[config.mk]
export PLATFORM = sky130hd
export DESIGN_NAME = trig_irq_agg
export DESIGN_NICKNAME = d
export VERILOG_FILES = /design/src/rtl/trig_irq_agg.sv
export SDC_FILE = /design/constraint.sdc
export NUM_CORES = 1
export LEC_CHECK = 0
export BUFFER_PORTS_ARGS = -buffer_cell sky130_fd_sc_hd__buf_2
export CAP_MARGIN = 20
export CELL_PAD_IN_SITES_DETAIL_PLACEMENT = 0
export CELL_PAD_IN_SITES_GLOBAL_PLACEMENT = 1
export CORE_ASPECT_RATIO = 1.2
export CORE_MARGIN = 2
export CORE_UTILIZATION = 51
export CTS_CLUSTER_DIAMETER = 200
export DETAILED_ROUTE_END_ITERATION = 12
export GPL_ROUTABILITY_DRIVEN = 0
export PLACE_DENSITY = 0.86
export SLEW_MARGIN = 25
export SYNTH_ARGS = -nofsm -noshare
export SYNTH_HDL_FRONTEND = slang
export SYNTH_SLANG_ARGS = --single-unit
[constraint.sdc]
create_clock -name clk -period 3.3 [get_ports clk]
set_input_delay 0.495 -clock clk [delete_from_list [all_inputs] [get_ports clk]]
set_output_delay 0.495 -clock clk [all_outputs]
set_load 0.02 [all_outputs]
[src/rtl/trig_irq_agg.sv]
module trig_irq_agg #(
  parameter int NSRC = 32,
  parameter int AW   = 5
) (
  input  logic            clk,
  input  logic            rst_n,
  input  logic [NSRC-1:0] src_in,
  input  logic            wr_en,
  input  logic [AW-1:0]   addr,
  input  logic [NSRC-1:0] wdata,
  output logic [NSRC-1:0] rdata,
  output logic            irq_out
);
  localparam logic [AW-1:0] OFF_EN    = AW'(8'h00);
  localparam logic [AW-1:0] OFF_STAT  = AW'(8'h04);
  localparam logic [AW-1:0] OFF_SMODE = AW'(8'h08);
  localparam logic [AW-1:0] OFF_SPOL  = AW'(8'h0C);
  localparam logic [AW-1:0] OFF_OMODE = AW'(8'h10);
  localparam logic [AW-1:0] OFF_OPOL  = AW'(8'h14);
  localparam logic [AW-1:0] OFF_FORCE = AW'(8'h18);
  localparam logic [NSRC-1:0] ALL1 = {NSRC{1'b1}};

  logic [NSRC-1:0] sync1, sync2, prev;
  logic [NSRC-1:0] en_r, smode_r, spol_r, stat_r;
  logic            omode_r, opol_r, pend_q;

  wire sel_en    = wr_en && (addr == OFF_EN);
  wire sel_stat  = wr_en && (addr == OFF_STAT);
  wire sel_smode = wr_en && (addr == OFF_SMODE);
  wire sel_spol  = wr_en && (addr == OFF_SPOL);
  wire sel_omode = wr_en && (addr == OFF_OMODE);
  wire sel_opol  = wr_en && (addr == OFF_OPOL);
  wire sel_force = wr_en && (addr == OFF_FORCE);

  // Synchronizers idle high so level-low defaults stay quiet after reset.
  always_ff @(posedge clk or negedge rst_n) begin
    if (!rst_n) begin
      sync1 <= ALL1;
      sync2 <= ALL1;
      prev  <= ALL1;
    end else begin
      sync1 <= src_in;
      sync2 <= sync1;
      prev  <= sync2;
    end
  end

  wire [NSRC-1:0] rise     = sync2 & ~prev;
  wire [NSRC-1:0] fall     = ~sync2 & prev;
  wire [NSRC-1:0] edge_hit = smode_r & ((spol_r & rise) | (~spol_r & fall));
  wire [NSRC-1:0] lvl_hit  = ~smode_r & ~(sync2 ^ spol_r);
  wire [NSRC-1:0] frc_vec  = sel_force ? wdata : '0;
  wire [NSRC-1:0] clr_vec  = sel_stat ? wdata : '0;
  wire [NSRC-1:0] set_vec  = edge_hit | lvl_hit | frc_vec;

  always_ff @(posedge clk or negedge rst_n) begin
    if (!rst_n) begin
      en_r    <= '0;
      smode_r <= '0;
      spol_r  <= '0;
      stat_r  <= '0;
      omode_r <= 1'b0;
      opol_r  <= 1'b0;
      pend_q  <= 1'b0;
    end else begin
      if (sel_en)    en_r    <= wdata;
      if (sel_smode) smode_r <= wdata;
      if (sel_spol)  spol_r  <= wdata;
      if (sel_omode) omode_r <= wdata[0];
      if (sel_opol)  opol_r  <= wdata[0];
      stat_r <= (stat_r & ~clr_vec) | set_vec;
      pend_q <= |(stat_r & en_r);
    end
  end

  wire pend    = |(stat_r & en_r);
  wire pulse   = pend & ~pend_q;
  wire irq_raw = omode_r ? pulse : pend;
  assign irq_out = ~(irq_raw ^ opol_r);

  always_comb begin
    case (addr)
      OFF_EN:    rdata = en_r;
      OFF_STAT:  rdata = stat_r;
      OFF_SMODE: rdata = smode_r;
      OFF_SPOL:  rdata = spol_r;
      OFF_OMODE: rdata = NSRC'(omode_r);
      OFF_OPOL:  rdata = NSRC'(opol_r);
      default:   rdata = '0;
    endcase
  end

  a_r5_force_sets: assert property (@(posedge clk) disable iff (!rst_n)
    sel_force |=> ((stat_r & $past(wdata)) == $past(wdata)));

  a_r4_clear_all: assert property (@(posedge clk) disable iff (!rst_n)
    (sel_stat && wdata == ALL1 && set_vec == '0) |=> (stat_r == '0));

  a_r3_level_latch: assert property (@(posedge clk) disable iff (!rst_n)
    (|lvl_hit) |=> ((stat_r & $past(lvl_hit)) == $past(lvl_hit)));

  a_r7_level_out: assert property (@(posedge clk) disable iff (!rst_n)
    (!omode_r && (stat_r & en_r) != '0) |-> (irq_out == opol_r));

  a_r8_pulse_once: assert property (@(posedge clk) disable iff (!rst_n)
    (omode_r && opol_r && irq_out) |=> (!omode_r || !opol_r || !irq_out));

endmodule

# Word-level counts from Yosys, hierarchy flattened
# Index checks and enable logic that the tools add are counted.
# word_totals
reg_bits,227
word_cells,52
# op_classes
n_mux,4
bitwise,23
reduce_logical,9
eq_ne,6
# op_table
op,count
$and A32 B32 Y32,8
$not A32 Y32,6
$pmux W32 S6,1
$or A32 B32 Y32,4
$mux W32,2
$reduce_or A32 Y1,1
$xor A32 B32 Y32,1
$eq A5 B5 Y1 const B,3
$eq A5 B4 Y1 const B,2
$logic_and A1 B1 Y1,7
$eq A5 B3 Y1 const B,1
$logic_not A5 Y1,1
$not A1 Y1,2
$and A1 B1 Y1,1
$mux W1,1
$xor A1 B1 Y1,1

# Longest topological paths before layout
# depth
word_depth,8
ltp_mapped,7
depth_no_buf,5

# Least setup slack after synthesis
# No wires, ideal clock.
# synth_timing
path_type,in2out
from,input addr[3]
to,output rdata[10]
path_stages,5
setup_slack_ns,1.083
arrival_time_ns,1.722
path_cell_list,or3_4 > nor3_4 > clkbuf_1 > a22oi_1 > nand2_1
# synth_via
elab_chain_len,2
elab_cells_between_ends,7
classes_between,eq/ne: 5; mux: 1; reduce/logical: 1
# synth_rtl
item,line,text
from (decl),9,"input logic [AW-1:0] addr,"
"$eq A5 B5 Y1, or another cell as far along",82,case (addr)
$pmux W32 S6 (*),82,
to (decl),11,"output logic [NSRC-1:0] rdata,"
# Every way passes the cells marked *; elsewhere a longest branch is shown, timed or not.

# Worst setup path after layout
# layout_timing
from,register en_r[1]
to,output irq_out
# layout_via
elab_chain_len,6
# layout_rtl
item,line,text
from (decl),24,"logic [NSRC-1:0] en_r, smode_r, spol_r, stat_r;"
from (signal assigned),66,if (sel_en) en_r <= wdata;
$and A32 B32 Y32 (*),76,wire pend = |(stat_r & en_r);
$reduce_or A32 Y1 (*),76,
$and A1 B1 Y1,77,wire pulse = pend & ~pend_q;
$mux W1 (*),78,wire irq_raw = omode_r ? pulse : pend;
$xor A1 B1 Y1 (*),79,assign irq_out = ~(irq_raw ^ opol_r);
$not A1 Y1 (*),79,
to (decl),12,output logic irq_out
# Marked as above.

==> parameters.txt <==
Parameter                              Value

Status
  Run status    completed

Timing
  Fraction of the cycle the final worst path needs    0.863
  Endpoints failing hold    0
  Setup repair after global routing missed its margin    no
  Worst relative slew slack    0.545
  Post-route minimum period    2.85 ns
  Setup clock skew after layout    0.0142 ns
  Fmax achieved    351 MHz
  Number of slew-limit violations in the final report    0
  Final Setup Violations    0
  Post-route setup TNS    0 ns
  Hold slack    0.0125 ns
  Worst-margin pin slew    0.683 ns

CTS
  Level count of the clock H-tree    1
  Cells resized by post-CTS repair    0
  Clock sinks    about 230
  Clock Tree Buf Depth    3
  Clock Pin Slew Worst Setup and Hold Paths    approximately 0.06 ns
  Post-CTS Setup Bufs    0
  CTS tree    built
  Number of CTS-inserted buffers    23
  Post-cts hold buffer count    0
  Skew-Pair Late Insertion Delay    0.50 ns
  Root buffer selected by CTS    sky130_fd_sc_hd__clkbuf_16

Yosys
  Post-synth top area cell    sky130_fd_sc_hd__dfrtp_1
  Total of warnings raised by yosys    0
  Share of the synthesized area in the top cell type    0.360
  Count leader, synth    sky130_fd_sc_hd__dfrtp_1
  Post-synthesis instance area    9100 um2
  Top post-synthesis cells by count    131 x sky130_fd_sc_hd__dfrtp_1, 99 x sky130_fd_sc_hd__mux2_2, 99 x sky130_fd_sc_hd__nand2_1
  Adder-cell share of the synthesized area    0
  Share of flip-flops with an asynchronous set or reset    1.00
  Post-Syn Area per Cell    13.3 um2
  Share of the yosys chip area belonging to registers    0.637
  Register bit total from synthesis    227
  Number of library cell types mapped by synthesis    33
  Dominant combinational cell family by area after synthesis    compound AO/OA/AOI/OAI gates
  Synthesized-area fraction occupied by xor and xnor cells    0.000962
  Compound-cell area share of the yosys netlist    0.130
  Flip-flop cell with the highest count after synthesis    sky130_fd_sc_hd__dfrtp_1
  Main area contributors after synthesis    sky130_fd_sc_hd__dfrtp_1 36%, sky130_fd_sc_hd__dfstp_2 28%, sky130_fd_sc_hd__mux2_2 12%, sky130_fd_sc_hd__a22oi_1 6.1%, sky130_fd_sc_hd__nand2_1 4.1%
  Number of nets produced by synthesis    between 700 and 800
  Number of enable flip-flop cells after synthesis    0
  Synth Instances    684
  Area fraction in and, or, nand and nor cells after synthesis    0.0945
  Multiplexer fraction of the synthesized cell area    0.122

Die
  DIE HEIGHT    about 150 um
  Area of the die    18900 um2
  Floorplan Core Area    17500 um2
  Number of placement rows    53
  Io pins    105
  Horizontal die dimension    126 um
  Starting utilization of the core area    0.520

Pwr
  Cell Pwr Density    612 nW/um2
  IR drop worst, VDD    between 400 and 500 uV
  Leakage Power    4.62 nW

Setup path
  Crit path launch    en_r[1]$_DFFE_PN0P_
  Arrival time at the worst endpoint    2.35 ns
  Startpoint class of the critical path    register
  Crit path kind    register to output pin
  Worst reg2reg path startpoint    en_r[1]$_DFFE_PN0P_
  Maximum fanout along the worst path    3
  Required time reported for the critical path endpoint    2.80 ns
  Kind of capture point of the worst setup path    output pin

Routing
  Number of remaining DRC errors    0
  First-iteration detailed-routing DRC count    492
  Detailed-route via count    6260
  Routed WL per cell    20.5 um
  First-pass iteration count of the detailed router    5
  Remaining number of nets flagged by the antenna check after routing    0
  Wire length reported by the detailed router    21.3 mm
  Number of vias per cell after detailed routing    6.01

Global route
  Global-route wire length before repair    34.2 mm
  Maximum number of pins on one net before global-route repair    94
  Initial antenna violation count    1
  Via count of the first global-routing pass    6494
  Sum of overflow across all layers after global routing    0
  Total global-route track usage    0.227

Place
  Count of input and output buffers    ~100
  HPWL after DPL    13.9 mm

Cells and area
  Fraction of layout cells with a size suffix above 1    0.437
  Area growth, synth to finish    17.0%
  Final Net Count    875

Min path
  Classification of the worst-slack hold path    input pin to async pin

Run
  Number of max-cap violations    0
==> cells in the final DEF (no fill, tap or decap), types with 16 or more instances in the layout <==
cell type                   synthesis  routed
sky130_fd_sc_hd__nand3_1           33      33
sky130_fd_sc_hd__mux2_2            99      99
sky130_fd_sc_hd__dfrtp_1          131     131
sky130_fd_sc_hd__o31ai_1           32      32
sky130_fd_sc_hd__nor2b_1           32      32
sky130_fd_sc_hd__dfstp_2           96      96
sky130_fd_sc_hd__a221o_1           32      32
sky130_fd_sc_hd__buf_2             10     103
sky130_fd_sc_hd__buf_4              3      16
sky130_fd_sc_hd__nand2_1           99      99
sky130_fd_sc_hd__clkbuf_16          0      23
sky130_fd_sc_hd__a22oi_1           74      74
==> worst max-delay path, cell delays in order (launching register included) <==
cell                       delay [ns]
sky130_fd_sc_hd__dfrtp_1         0.41
sky130_fd_sc_hd__a22o_1          0.25
sky130_fd_sc_hd__a221oi_1        0.38
sky130_fd_sc_hd__and3_1          0.28
sky130_fd_sc_hd__a32oi_1         0.18
sky130_fd_sc_hd__xnor2_1         0.16
sky130_fd_sc_hd__buf_2           0.18
==> state kept, by name (all words and copies together) (netlist names) <==
name	count
en_r	32
omode_r	1
opol_r	1
pend_q	1
prev	32
smode_r	32
spol_r	32
stat_r	32
sync1	32
sync2	32
==> final timing paths <==
path	end	depth (start not counted)	slack [ns]
hold / removal	en_r[7]$_DFFE_PN0P_	1	0.01
min in group clk	sync1[10]$_DFF_PN1_	1	0.08
hold reg to reg	sync2[17]$_DFF_PN1_	0	0.35
max in group asynchronous	sync2[18]$_DFF_PN1_	2	2.28
setup reg to reg	pend_q$_DFF_PN0_	4	1.78
setup / recovery	irq_out	6	0.45
==> metal layers <==
metal | track usage | up-vias | routed length, um
li1 | - | 2780 | -
met1 | 0.303 | 3260 | 9180
met2 | 0.379 | 179 | 10500
met3 | 0.0345 | 41 | 1050
met4 | 0.0846 | 0 | 592
met5 | 0 | - | 0
==> report_power, final <==
part	switching, mW	internal (mW)	leakage (nW)
clock	1.03	1.38	0.345
sequential	0.278	3.14	2.55
combinational	0.324	0.366	1.72
total	1.63	4.88	4.62
==> logic make-up after synthesis <==
kind of cell    Yosys count
xor+xnor                  1
flops                   227
compound gates          146
simple gates            181
buf+inv                  30
mux                      99
==> per-stage QoR <==
step / power [mW] / instances / area [um2] / setup WS [ns] / util
3_3_place_gp: 4.09 / 998 / 9950 / 0.556 / 0.569
6_report: 6.51 / 1041 / 10600 / 0.453 / 0.608
3_5_place_dp: 4.14 / 998 / 9950 / 0.542 / 0.569
4_1_cts: 6.56 / 1039 / 10600 / 0.487 / 0.608
2_1_floorplan: 3.82 / 684 / 9100 / 1.08 / -
5_1_grt: 6.78 / 1040 / 10600 / 0.375 / 0.608
==> cell type report <==
type / count / area (um2)
Inverter: 2 / 7.51
Fill cell: 1414 / 6860
Multi-Input combinational cell: 427 / 3180
Tap cell: 220 / 275
Sequential cell: 227 / 5800
Antenna cell: 2 / 5.00
Timing Repair Buffer: 122 / 691
Clock inverter: 6 / 30.0
Clock buffer: 35 / 661
(Power assumes the default switching activity.)
